File: config.mk
export PLATFORM = sky130hd
export DESIGN_NAME = dsi_irq_recovery
export DESIGN_NICKNAME = d
export VERILOG_FILES = /design/src/rtl/dsi_rec_pkg.sv /design/src/rtl/rec_bit_class.sv /design/src/rtl/rec_poll_timer.sv /design/src/rtl/dsi_irq_recovery.sv
export SDC_FILE = /design/constraint.sdc
export NUM_CORES = 1
export LEC_CHECK = 0
export CORE_MARGIN = 5
export CORE_UTILIZATION = 45
export CTS_CLUSTER_DIAMETER = 100
export DETAILED_ROUTE_END_ITERATION = 10
export GPL_ROUTABILITY_DRIVEN = 0
export PLACE_DENSITY = 0.82
export SETUP_SLACK_MARGIN = 0.05
export SYNTH_ARGS = -nofsm -noshare
export SYNTH_HDL_FRONTEND = slang
export SYNTH_SLANG_ARGS = --single-unit
File: constraint.sdc
create_clock -name clk -period 2.9 [get_ports clk]
set_input_delay 0.58 -clock clk [delete_from_list [all_inputs] [get_ports clk]]
set_output_delay 0.58 -clock clk [all_outputs]
set_load 0.1 [all_outputs]
File: src/rtl/dsi_rec_pkg.sv
// Shared types and fixed bit positions for the interrupt recovery sequencer.
// Assumes a 32-bit status layout; positions below are decoded by neighbours.
package dsi_rec_pkg;

    typedef enum logic [2:0] {
        ST_IDLE,
        ST_SCAN,
        ST_ACK,
        ST_WAIT,
        ST_CHECK,
        ST_DONE
    } rec_state_t;

    typedef enum logic [1:0] {
        ACT_NONE,
        ACT_ACK_WAIT,
        ACT_WAIT
    } rec_action_t;

    // interrupt causes
    localparam int HS_FULL_FIRST = 23;
    localparam int HS_FULL_LAST  = 27;
    localparam int LP_FULL_BIT   = 28;
    localparam int CONTEND_HI    = 18;
    localparam int CONTEND_LO    = 19;

    // FIFO-empty indications in the FIFO status word
    localparam int HS_CMD_EMPTY  = 2;
    localparam int HS_DAT_EMPTY  = 18;
    localparam int LP_CMD_EMPTY  = 10;
    localparam int LP_DAT_EMPTY  = 26;
    localparam int EXTRA_EMPTY_A = 27;
    localparam int EXTRA_EMPTY_B = 28;

endpackage

File: src/rtl/rec_bit_class.sv
// Maps a status bit index to its recovery action and the FIFO-empty bits
// that must all be high before the action is complete.
// Assumes STAT_W >= 32. DRAIN_ON_CONTENTION selects the contention variant.
module rec_bit_class
    import dsi_rec_pkg::*;
#(
    parameter int STAT_W              = 32,
    parameter bit DRAIN_ON_CONTENTION = 1'b0,
    localparam int IDX_W              = $clog2(STAT_W)
) (
    input  logic [IDX_W-1:0]  idx,
    output rec_action_t       action,
    output logic [STAT_W-1:0] need
);

    localparam logic [STAT_W-1:0] ONE      = STAT_W'(1);
    localparam logic [STAT_W-1:0] HS_NEED  = (ONE << HS_CMD_EMPTY) | (ONE << HS_DAT_EMPTY);
    localparam logic [STAT_W-1:0] LP_NEED  = (ONE << LP_CMD_EMPTY) | (ONE << LP_DAT_EMPTY);
    localparam logic [STAT_W-1:0] ALL_NEED = HS_NEED | LP_NEED |
                                             (ONE << EXTRA_EMPTY_A) | (ONE << EXTRA_EMPTY_B);

    logic contend_hit;

    // variant select: contention causes either drain all FIFOs or do nothing
    generate
        if (DRAIN_ON_CONTENTION) begin : g_drain
            assign contend_hit = (int'(idx) == CONTEND_HI) || (int'(idx) == CONTEND_LO);
        end else begin : g_nodrain
            assign contend_hit = 1'b0;
        end
    endgenerate

    // purpose: choose the action and the empty-bit set for the visited index
    always_comb begin
        action = ACT_NONE;
        need   = '0;
        if (int'(idx) >= HS_FULL_FIRST && int'(idx) <= HS_FULL_LAST) begin
            action = ACT_ACK_WAIT;
            need   = HS_NEED;
        end else if (int'(idx) == LP_FULL_BIT) begin
            action = ACT_ACK_WAIT;
            need   = LP_NEED;
        end else if (contend_hit) begin
            action = ACT_WAIT;
            need   = ALL_NEED;
        end
    end

endmodule

File: src/rtl/rec_poll_timer.sv
// Poll interval timer: a microsecond prescaler feeding a microsecond counter.
// After a restart it pulses expire exactly CYC_PER_US*POLL_US cycles later
// and then stops until the next restart. Assumes both parameters are >= 1.
module rec_poll_timer #(
    parameter int CYC_PER_US = 100,
    parameter int POLL_US    = 100,
    localparam int PRE_W     = $clog2(CYC_PER_US + 1),
    localparam int US_W      = $clog2(POLL_US + 1)
) (
    input  logic clk,
    input  logic rst_n,
    input  logic restart,
    output logic expire
);

    localparam logic [PRE_W-1:0] PRE_LAST = PRE_W'(CYC_PER_US - 1);
    localparam logic [US_W-1:0]  US_LAST  = US_W'(POLL_US - 1);

    logic             running;
    logic [PRE_W-1:0] pre_cnt;
    logic [US_W-1:0]  us_cnt;

    assign expire = running && (pre_cnt == PRE_LAST) && (us_cnt == US_LAST);

    // purpose: count prescaler cycles and elapsed microseconds while armed
    always_ff @(posedge clk) begin
        if (!rst_n) begin
            running <= 1'b0;
            pre_cnt <= '0;
            us_cnt  <= '0;
        end else if (restart) begin
            running <= 1'b1;
            pre_cnt <= '0;
            us_cnt  <= '0;
        end else if (running) begin
            if (pre_cnt == PRE_LAST) begin
                pre_cnt <= '0;
                if (us_cnt == US_LAST) begin
                    us_cnt  <= '0;
                    running <= 1'b0;
                end else begin
                    us_cnt <= us_cnt + 1'b1;
                end
            end else begin
                pre_cnt <= pre_cnt + 1'b1;
            end
        end
    end


    expire_single_chk: assert property (@(posedge clk) disable iff (!rst_n)
        (expire && !restart) |=> !expire);

endmodule

File: src/rtl/dsi_irq_recovery.sv
// Interrupt error recovery sequencer. On start it snapshots the interrupt
// status and visits each position in ascending order. FIFO-full causes are
// cleared with a one-hot write-one-to-clear strobe, then a bounded poll waits
// for the matching FIFO-empty bits. Every serviced cause is re-read live and
// flagged if still set. Assumes the clear takes effect by the next cycle.
module dsi_irq_recovery
    import dsi_rec_pkg::*;
#(
    parameter int STAT_W              = 32,
    parameter int CYC_PER_US          = 100,
    parameter int POLL_US             = 100,
    parameter int POLL_LIMIT          = 65535,
    parameter bit DRAIN_ON_CONTENTION = 1'b0
) (
    input  logic              clk,
    input  logic              rst_n,
    input  logic              start,
    input  logic [STAT_W-1:0] irq_status,
    input  logic [STAT_W-1:0] fifo_status,
    output logic              busy,
    output logic              clr_strobe,
    output logic [STAT_W-1:0] clr_mask,
    output logic              done,
    output logic              err_timeout,
    output logic              err_uncleared
);

    localparam int IDX_W = $clog2(STAT_W);
    localparam int PC_W  = $clog2(POLL_LIMIT + 1);
    localparam logic [IDX_W-1:0]  LAST_IDX  = IDX_W'(STAT_W - 1);
    localparam logic [PC_W-1:0]   LAST_POLL = PC_W'(POLL_LIMIT - 1);
    localparam logic [STAT_W-1:0] ONE       = STAT_W'(1);
    localparam logic [STAT_W-1:0] ACKABLE   = ((ONE << (LP_FULL_BIT + 1)) - ONE) &
                                              ~((ONE << HS_FULL_FIRST) - ONE);

    rec_state_t        state;
    logic [STAT_W-1:0] snap;
    logic [IDX_W-1:0]  idx;
    logic [PC_W-1:0]   poll_cnt;
    logic              poll_now;
    logic              err_to_q;
    logic              err_uc_q;

    rec_action_t       action;
    logic [STAT_W-1:0] need;
    logic              met;
    logic              poll_due;
    logic              tmr_restart;
    logic              tmr_expire;

    rec_bit_class #(
        .STAT_W              (STAT_W),
        .DRAIN_ON_CONTENTION (DRAIN_ON_CONTENTION)
    ) class_i (
        .idx    (idx),
        .action (action),
        .need   (need)
    );

    rec_poll_timer #(
        .CYC_PER_US (CYC_PER_US),
        .POLL_US    (POLL_US)
    ) timer_i (
        .clk     (clk),
        .rst_n   (rst_n),
        .restart (tmr_restart),
        .expire  (tmr_expire)
    );

    // purpose: evaluate the FIFO-empty condition and decide on re-arming
    always_comb begin
        met         = ((fifo_status & need) == need);
        poll_due    = (state == ST_WAIT) && (poll_now || tmr_expire);
        tmr_restart = poll_due && !met && (poll_cnt != LAST_POLL);
    end

    assign busy          = (state != ST_IDLE);
    assign done          = (state == ST_DONE);
    assign clr_strobe    = (state == ST_ACK);
    assign clr_mask      = clr_strobe ? (ONE << idx) : '0;
    assign err_timeout   = err_to_q;
    assign err_uncleared = err_uc_q;

    // purpose: sequence snapshot walk, clear, bounded wait and re-check
    always_ff @(posedge clk) begin
        if (!rst_n) begin
            state    <= ST_IDLE;
            snap     <= '0;
            idx      <= '0;
            poll_cnt <= '0;
            poll_now <= 1'b0;
            err_to_q <= 1'b0;
            err_uc_q <= 1'b0;
        end else begin
            case (state)
                ST_IDLE: begin
                    if (start) begin
                        snap     <= irq_status;
                        idx      <= '0;
                        err_to_q <= 1'b0;
                        err_uc_q <= 1'b0;
                        state    <= ST_SCAN;
                    end
                end
                ST_SCAN: begin
                    if (snap[idx]) begin
                        case (action)
                            ACT_ACK_WAIT: state <= ST_ACK;
                            ACT_WAIT: begin
                                poll_cnt <= '0;
                                poll_now <= 1'b1;
                                state    <= ST_WAIT;
                            end
                            default: state <= ST_CHECK;
                        endcase
                    end else if (idx == LAST_IDX) begin
                        state <= ST_DONE;
                    end else begin
                        idx <= idx + 1'b1;
                    end
                end
                ST_ACK: begin
                    poll_cnt <= '0;
                    poll_now <= 1'b1;
                    state    <= ST_WAIT;
                end
                ST_WAIT: begin
                    if (poll_due) begin
                        poll_now <= 1'b0;
                        if (met) begin
                            state <= ST_CHECK;
                        end else if (poll_cnt == LAST_POLL) begin
                            err_to_q <= 1'b1;
                            state    <= ST_CHECK;
                        end else begin
                            poll_cnt <= poll_cnt + 1'b1;
                        end
                    end
                end
                ST_CHECK: begin
                    if (irq_status[idx]) begin
                        err_uc_q <= 1'b1;
                    end
                    if (idx == LAST_IDX) begin
                        state <= ST_DONE;
                    end else begin
                        idx   <= idx + 1'b1;
                        state <= ST_SCAN;
                    end
                end
                default: state <= ST_IDLE;
            endcase
        end
    end


    clr_onehot_chk: assert property (@(posedge clk) disable iff (!rst_n)
        clr_strobe |-> ($countones(clr_mask) == 1));


    clr_scope_chk: assert property (@(posedge clk) disable iff (!rst_n)
        clr_strobe |-> ((clr_mask & ~ACKABLE) == '0));


    poll_bound_chk: assert property (@(posedge clk) disable iff (!rst_n)
        (state == ST_WAIT) |-> (poll_cnt <= LAST_POLL));


    uncleared_flag_chk: assert property (@(posedge clk) disable iff (!rst_n)
        ((state == ST_CHECK) && irq_status[idx]) |=> err_uncleared);


    done_pulse_chk: assert property (@(posedge clk) disable iff (!rst_n)
        done |=> (!done && !busy));


    flag_hold_chk: assert property (@(posedge clk) disable iff (!rst_n)
        (!busy && !start) |=> ($stable(err_timeout) && $stable(err_uncleared)));

endmodule

==> impl_results.rst, run 1 <==
.. list-table::
   :header-rows: 1

   * - Metric
     - Value
   * - Most repeated cell in the gate-level netlist after synthesis
     - nand2_1
   * - Required time at the worst-slack endpoint
     - between 2000 and 2500 ps
   * - Switching Power
     - a little over 0.7 mW
   * - First-pass GRT wire length
     - between 15000 and 20000 microns
   * - Initial cell density of the core
     - 0.4576
   * - Clock transition time at the flip-flop clock pins of the worst setup and hold paths
     - 80 ps
   * - I/O pin total
     - 104
   * - Detailed Place HPWL
     - between 8000 and 9000 microns
   * - Dominant register cell in the synthesized netlist
     - dfxtp_1
   * - Worst slew slack as a fraction of its limit
     - 0.4597
   * - Vias per Instance
     - roughly 5.8
   * - Beginning of the critical path
     - state[2]$_SDFFE_PN0P_
   * - Final ANT Viol Nets
     - 0
   * - Final critical-path setup slack
     - between 200 and 250 ps
   * - Number of hold violations in the final report
     - 0
   * - DRT Wirelength
     - approximately 11000 microns
   * - Placement Rows
     - 35
   * - Internal reg-to-reg setup slack
     - between 200 and 300 ps
   * - Core region area
     - 9153 sq um
   * - Count of yosys warnings during synthesis
     - 0
   * - Via count of the routed design
     - ~4100
   * - Unrepaired setup endpoints after global routing
     - no
   * - Buffers added on ports
     - 75
   * - Instance area after placement
     - 5539 sq um
   * - Average detailed-routed wire length per instance
     - about 16 microns
   * - Post-Syn Area
     - between 4000 and 5000 sq um
   * - Max Clock Skew
     - 9.536 ps
   * - Measured slew at the worst slew-check pin
     - 803.6 ps
   * - Maximum count of clock buffers along a single path
     - 2
   * - Number of antenna cells inserted
     - 0
   * - Number of antenna violations at the first check in global routing
     - 0
   * - Distinct cells, synth
     - 60
   * - Share of final-layout standard cells stronger than drive strength 1
     - 0.2314
   * - Post-synthesis cell type with the largest combined area
     - dfxtp_1
   * - Horizontal extent of the die
     - 106.5 microns
   * - GRT Total Usage
     - 0.1972
   * - Clock insertion delay at the later pin of the skew report
     - ~350 ps
   * - Maximum level of the CTS H-tree
     - 3
   * - Clock root cell
     - clkbuf_8
   * - Mapped Nets
     - a little under 600
   * - Fraction of registers with async set or reset after synthesis
     - 0
   * - Result of the run
     - finished clean
   * - Int Power
     - between 1.5 and 2 mW
   * - Type of the most critical hold path
     - reg -> reg
   * - Drt pass-1 iters
     - 7
   * - Worst Reg2Reg Path Length in Cells
     - 7
   * - Clk sink count
     - between 70 and 80
   * - Fin. max-slew vios
     - 0
   * - Post-synth top area share
     - 0.3537
   * - Power share of the sequential group
     - 0.463
   * - Placement-stage worst setup slack
     - between 50 and 60 ps
   * - Residual DRC
     - 0
   * - TritonCTS clock tree
     - built
   * - Net switching fraction of the power
     - 0.2966
   * - Pwr Density
     - 416.0 nW/um^2
   * - Syn_area_per_cell
     - about 8.1 sq um
   * - Part of the power in combinational logic
     - 0.191
   * - Capturing element of the worst setup path
     - clr_mask[19]
   * - Class of the most critical setup path
     - reg -> out
   * - Startpoint of the most critical register-to-register path
     - idx[1]$_SDFFE_PN0P_
   * - Final period demand of the worst path
     - 2680 ps
   * - Proportion of power drawn by the clock network
     - 0.347
   * - Share of synthesized area occupied by flip-flops and latches
     - 0.3537
   * - Largest cells by area after synthesis
     - dfxtp_1 35%, nand2_1 8.5%, mux4_2 8.1%, a21oi_1 6.7%, nor2_1 5.3%
   * - Die outline height
     - around 110 microns
   * - Area of the die
     - approximately 11000 sq um
   * - Achievable Freq
     - ~0.37 GHz
   * - Pin count of the biggest net entering global routing
     - 37
   * - Final setup fails
     - 0
   * - Layout net count
     - 665
   * - Starting DRT DRC Count
     - approximately 260
   * - Commonest cells post-synth
     - 95 x nand2_1, 74 x dfxtp_1, 59 x nor2_1
   * - Pleak
     - 1.987 nW
   * - Type of element capturing the critical path
     - output pin
   * - Worst reg2reg path endpoint
     - idx[0]$_SDFFE_PN0P_
   * - Number of enable-type register cells in the synthesized netlist
     - 0
   * - Vias in the first global route
     - between 3000 and 4000
   * - Startpoint types
     - register
   * - CTS buffer count
     - 9
   * - Post-route fraction of the period consumed by the critical path
     - 0.9241
   * - Synth-to-Final Area Change
     - 37.91%
   * - Post-route design area
     - 5776 sq um
   * - Critical-path maximum fanout
     - 12
   * - Cell count after synthesis
     - approximately 510
   * - Grt ovf
     - 0
   * - Number of flip-flops and latches in the synthesized netlist
     - 74
   * - Max Cap Violations
     - 0
   * - Maximum resistive drop on vdd
     - between 0.3 and 0.4 mV
   * - Crit path arrival time
     - roughly 2100 ps
[critical path, stage by stage, from the launching register on]
cell and delay, ps:
dfxtp_1 420, inv_1 160, nand2_2 180, nor2_4 240, nand2_1 320, nor2_4 230, buf_12 190
[final cells by class]
class | count | area, sq um
flip-flops and latches | 74 | 1481
fillers | 749 | 3377
well taps | 111 | 138.9
repair buffers | 94 | 1214
clock buffers | 11 | 141.4
inverters | 10 | 37.54
clock inverters | 5 | 62.56
multi-input cells | 398 | 2700
[worst min path at each step]
stage                                 end                   from  cells past startpoint  slack, ps
finish               snap[0]$_SDFFE_PN0P_   snap[0]$_SDFFE_PN0P_                      2        460
global route         snap[0]$_SDFFE_PN0P_   snap[0]$_SDFFE_PN0P_                      2        470
CTS                  snap[0]$_SDFFE_PN0P_   snap[0]$_SDFFE_PN0P_                      2        460
detailed placement   snap[0]$_SDFFE_PN0P_   snap[0]$_SDFFE_PN0P_                      2        450
global placement    snap[12]$_SDFFE_PN0P_  snap[12]$_SDFFE_PN0P_                      2        440
floorplan           snap[10]$_SDFFE_PN0P_  snap[10]$_SDFFE_PN0P_                      2        430
[metal layers]
layer  part of all wire  global-route usage  vias to the layer above
met5                  0                   0                        -
met4              0.011             0.06027                        0
met3              0.065             0.04675                       18
met2               0.49              0.3253                      174
met1               0.43              0.2565                     1921
li1                   -                   -                     1960
[placed cells by master (no fill, tap or decap), types with 11 or more instances in the layout]
| master | synthesis | layout |
|---|---|---|
| ha_1 | 11 | 11 |
| nand2_1 | 95 | 94 |
| clkdlybuf4s50_1 | 0 | 38 |
| o21ai_0 | 16 | 16 |
| dfxtp_1 | 74 | 74 |
| buf_12 | 0 | 33 |
| mux4_2 | 15 | 15 |
| buf_4 | 2 | 23 |
| nand3_1 | 17 | 15 |
| mux2i_1 | 11 | 11 |
| a21oi_1 | 56 | 56 |
| nor2_4 | 0 | 19 |
| nor2_1 | 59 | 31 |
[state kept, by name, summed over array words and instances (netlist names)]
signal           flops
poll_now             1
idx                  5
state                3
err_timeout          1
timer_i.us_cnt       7
timer_i.running      1
timer_i.pre_cnt      7
err_uncleared        1
snap                32
poll_cnt            16
[power groups by stage]
stage	registers, mW	clock network [mW]	logic (mW)
finish	1.11	0.833	0.458
global route	1.12	0.895	0.496
CTS	1.11	0.841	0.453
detailed placement	1.13	0	0.450
global placement	1.13	0	0.434
floorplan	1.12	0	0.320
[what timing repair did]
item                                    CTS  global route
pin swaps                                 0             1
endpoints found under the setup margin   10            27
hold buffers                              0             0
gates resized for setup                   0             4
buffers inserted                          0             2
[cell families (layout without fill, tap and decap cells)]
kind of cell               Yosys count  count (layout)  synth area share
xor gates and xnor gates            13              13           0.02719
AOI/OAI and AO/OA                  102             102            0.1545
and+or+nand+nor                    245             245            0.2770
DFF                                 74              74            0.3537
muxes                               27              27            0.1097
buffers and inverters               42             120           0.04511
adders and majority gates           11              11           0.03286
[per-stage QoR]
stage | total power, mW | cells | utilization | hold WS [ps] | TNS (ps)
2_1_floorplan | 1.436 | 514 | - | 433.1 | -3358
3_3_place_gp | 1.563 | 685 | 0.6052 | 438.5 | 0
3_5_place_dp | 1.583 | 685 | 0.6052 | 446.3 | 0
4_1_cts | 2.404 | 701 | 0.6275 | 456.7 | 0
5_1_grt | 2.508 | 703 | 0.6310 | 473.0 | 0
6_report | 2.402 | 703 | 0.6310 | 456.4 | 0
Power figures use the tool's default switching activity.
==> run 2, diff against run 1 <==
--- a/config.mk
+++ b/config.mk
@@ -6,12 +6,14 @@
 export NUM_CORES = 1
 export LEC_CHECK = 0
 export CORE_MARGIN = 5
-export CORE_UTILIZATION = 45
+export CORE_UTILIZATION = 46
+export CTS_BUF_LIST = sky130_fd_sc_hd__clkbuf_8
 export CTS_CLUSTER_DIAMETER = 100
 export DETAILED_ROUTE_END_ITERATION = 10
 export GPL_ROUTABILITY_DRIVEN = 0
-export PLACE_DENSITY = 0.82
+export PLACE_DENSITY = 0.83
 export SETUP_SLACK_MARGIN = 0.05
+export SLEW_MARGIN = 40
 export SYNTH_ARGS = -nofsm -noshare
 export SYNTH_HDL_FRONTEND = slang
 export SYNTH_SLANG_ARGS = --single-unit
==> run 2 against run 1 <==
  * Non-clock buffer count is 1 higher
  * Sequential share of layout area increased by 0.10 points
  * Global-route usage grew 0.43 points
  * Routed wire length decreased by 0.67%
  * Sequential power is essentially flat
  * First-iteration DRC count is 21% lower
  * Largest power group unchanged
==> impl_results.rst, run 2 (same netlist as run 1, synthesis figures left out) <==
.. list-table::
   :header-rows: 1

   * - Metric
     - Value
   * - Number of hold violations in the final report
     - 0
   * - Met2 layer usage reported by global route
     - 0.3406
   * - Crit path arrival time
     - around 2100 ps
   * - DRT Wirelength
     - ~11000 microns
   * - Maximum count of clock buffers along a single path
     - 2
   * - Measured slew at the worst slew-check pin
     - 709.3 ps
   * - Share of final-layout standard cells stronger than drive strength 1
     - 0.2260
   * - Number of antenna violations at the first check in global routing
     - 0
   * - Core region area
     - between 8000 and 9000 sq um
   * - Unrepaired setup endpoints after global routing
     - no
   * - Achievable Freq
     - between 0.3 and 0.4 GHz
   * - Startpoint types
     - register
   * - Pin count of the biggest net entering global routing
     - between 40 and 50
   * - Horizontal extent of the die
     - between 100 and 150 microns
   * - Vias in the first global route
     - 4030
   * - Area of the die
     - between 10000 and 15000 sq um
   * - Post-route design area
     - around 5800 sq um
   * - Final ANT Viol Nets
     - 0
   * - Layer carrying the most global-route usage
     - met2
   * - Final period demand of the worst path
     - around 2700 ps
   * - Buffers added on ports
     - 75
   * - Max Clock Skew
     - ~11 ps
   * - Buffers inserted by post-CTS timing repair
     - 0
   * - Grt ovf
     - 0
   * - Number of buffers inserted for hold repair after clock tree synthesis
     - 0
   * - Type of the most critical hold path
     - reg -> reg
   * - Drt pass-1 iters
     - 4
   * - Critical-path maximum fanout
     - 11
   * - Number of instances in the placed design
     - between 600 and 700
   * - Placement Rows
     - 34
   * - Detailed Place HPWL
     - 8287 microns
   * - Final setup fails
     - 0
   * - Residual DRC
     - 0
   * - Worst slew slack as a fraction of its limit
     - 0.5228
   * - Total power after layout
     - between 2 and 2.5 mW
   * - Result of the run
     - finished clean
   * - Met1 global-route usage
     - 0.2565
   * - Starting DRT DRC Count
     - a little over 200
   * - TritonCTS clock tree
     - built
   * - First-pass GRT wire length
     - 18800 microns
   * - Via count of the routed design
     - ~4000
   * - Required time at the worst-slack endpoint
     - approximately 2300 ps
   * - Placement-stage worst setup slack
     - ~70 ps
   * - Max Cap Violations
     - 0
   * - Die outline height
     - around 110 microns
   * - Class of the most critical setup path
     - reg -> out
   * - Clock transition time at the flip-flop clock pins of the worst setup and hold paths
     - around 80 ps
   * - Critical Path, Cell by Cell
     - inv_1 -> nand2_1 -> nor2_4 -> nand3_1 -> nor2_4 -> buf_12
   * - Clock root cell
     - clkbuf_8
   * - Synth-to-Final Area Change
     - 37.38%
   * - Delay of the slowest cell on the worst path
     - approximately 420 ps
   * - Layout net count
     - about 670
   * - Final critical-path setup slack
     - approximately 230 ps
   * - Number of antenna cells inserted
     - 0
   * - Pleak
     - 1.987 nW
   * - Met3 routing resource usage after global routing
     - 0.04462
   * - Maximum level of the CTS H-tree
     - 3
   * - Most frequent CP cell
     - nor2_4
   * - Most frequent cells in the layout
     - 95 x nand2_1, 74 x dfxtp_1, 56 x a21oi_1
   * - GRT Total Usage
     - 0.2015
   * - Pwr Density
     - 411.2 nW/um^2
   * - Type of element capturing the critical path
     - output pin
   * - Fin. max-slew vios
     - 0
   * - Initial cell density of the core
     - 0.4756
   * - Flip-flop count of the largest register, all copies and words added
     - 32
   * - Clock insertion delay at the later pin of the skew report
     - around 360 ps
   * - Vias per Instance
     - around 5.8
   * - I/O pin total
     - 104
   * - Register with the most flip-flops
     - snap
   * - Maximum resistive drop on vdd
     - 0.3510 mV
   * - Instance area after placement
     - roughly 5600 sq um
   * - Post-cts sizing count
     - 0
   * - CTS buffer count
     - 9
   * - Post-route fraction of the period consumed by the critical path
     - 0.9211
   * - Critical-path top delay cell
     - dfxtp_1
   * - Largest registers
     - snap (32), poll_cnt (16)
   * - Clk sink count
     - 74
   * - Final cell count without fillers
     - 701
   * - Average detailed-routed wire length per instance
     - 15.71 microns
   * - Leading cell type in the layout, fill and taps excluded
     - nand2_1
   * - # fillers
     - ~700
## run 2: where the power goes
group / switching (mW) / internal, mW
clock network: 0.402 / 0.395
logic: 0.257 / 0.199
registers: 0.0450 / 1.07
total: 0.705 / 1.66
## run 2: area by class of cell
cell class | count | area [sq um] | share of cell area
Timing Repair Buffer | 95 | 1221 | 0.2123
Tap cell | 108 | 135.1 | 0.02349
Sequential cell | 74 | 1481 | 0.2575
Multi-Input combinational cell | 398 | 2683 | 0.4663
Inverter | 10 | 37.54 | 0.006525
Clock inverter | 7 | 71.32 | 0.01240
Clock buffer | 9 | 123.9 | 0.02153
## run 2: through the flow
stage	hold slack, ps	util	TNS [ps]
3_5_place_dp	445.4	0.6311	0
2_1_floorplan	433.1	-	-3358
4_1_cts	455.7	0.6533	0
3_3_place_gp	439.8	0.6311	0
5_1_grt	477.9	0.6533	0
6_report	454.5	0.6533	0
## run 2: worst paths after layout
check                                           start                   endpoint  slack, ps  depth (start not counted)
worst max-delay path            state[2]$_SDFFE_PN0P_               clr_mask[18]        230                          6
worst min-delay path            snap[12]$_SDFFE_PN0P_      snap[12]$_SDFFE_PN0P_        450                          2
worst max register to register    idx[0]$_SDFFE_PN0P_  poll_cnt[13]$_SDFFE_PN0P_        280                          8
worst min register to register  snap[12]$_SDFFE_PN0P_      snap[12]$_SDFFE_PN0P_        450                          2
## run 2: worst max-delay path: cells and delay by family, from the launching register on
family	cells	cell delay, ps
buffers and inverters	2	340
flip-flops	1	420
AND/OR/NAND/NOR	4	980
## run 2: metal layers
layer	routed length [microns]	share of wire	vias up
li1	-	-	1957
met1	4751	0.43	1946
met2	5416	0.49	147
met3	701	0.064	16
met4	146	0.013	0
met5	0	0	-
==> run 3, diff against run 2 <==
--- a/config.mk
+++ b/config.mk
@@ -5,6 +5,7 @@
 export SDC_FILE = /design/constraint.sdc
 export NUM_CORES = 1
 export LEC_CHECK = 0
+export ABC_CLOCK_PERIOD_IN_PS = 2900
 export CORE_MARGIN = 5
 export CORE_UTILIZATION = 46
 export CTS_BUF_LIST = sky130_fd_sc_hd__clkbuf_8
==> results of run 3 <==
Same layout as run 2: the final DEF is identical, and so are final timing and power.
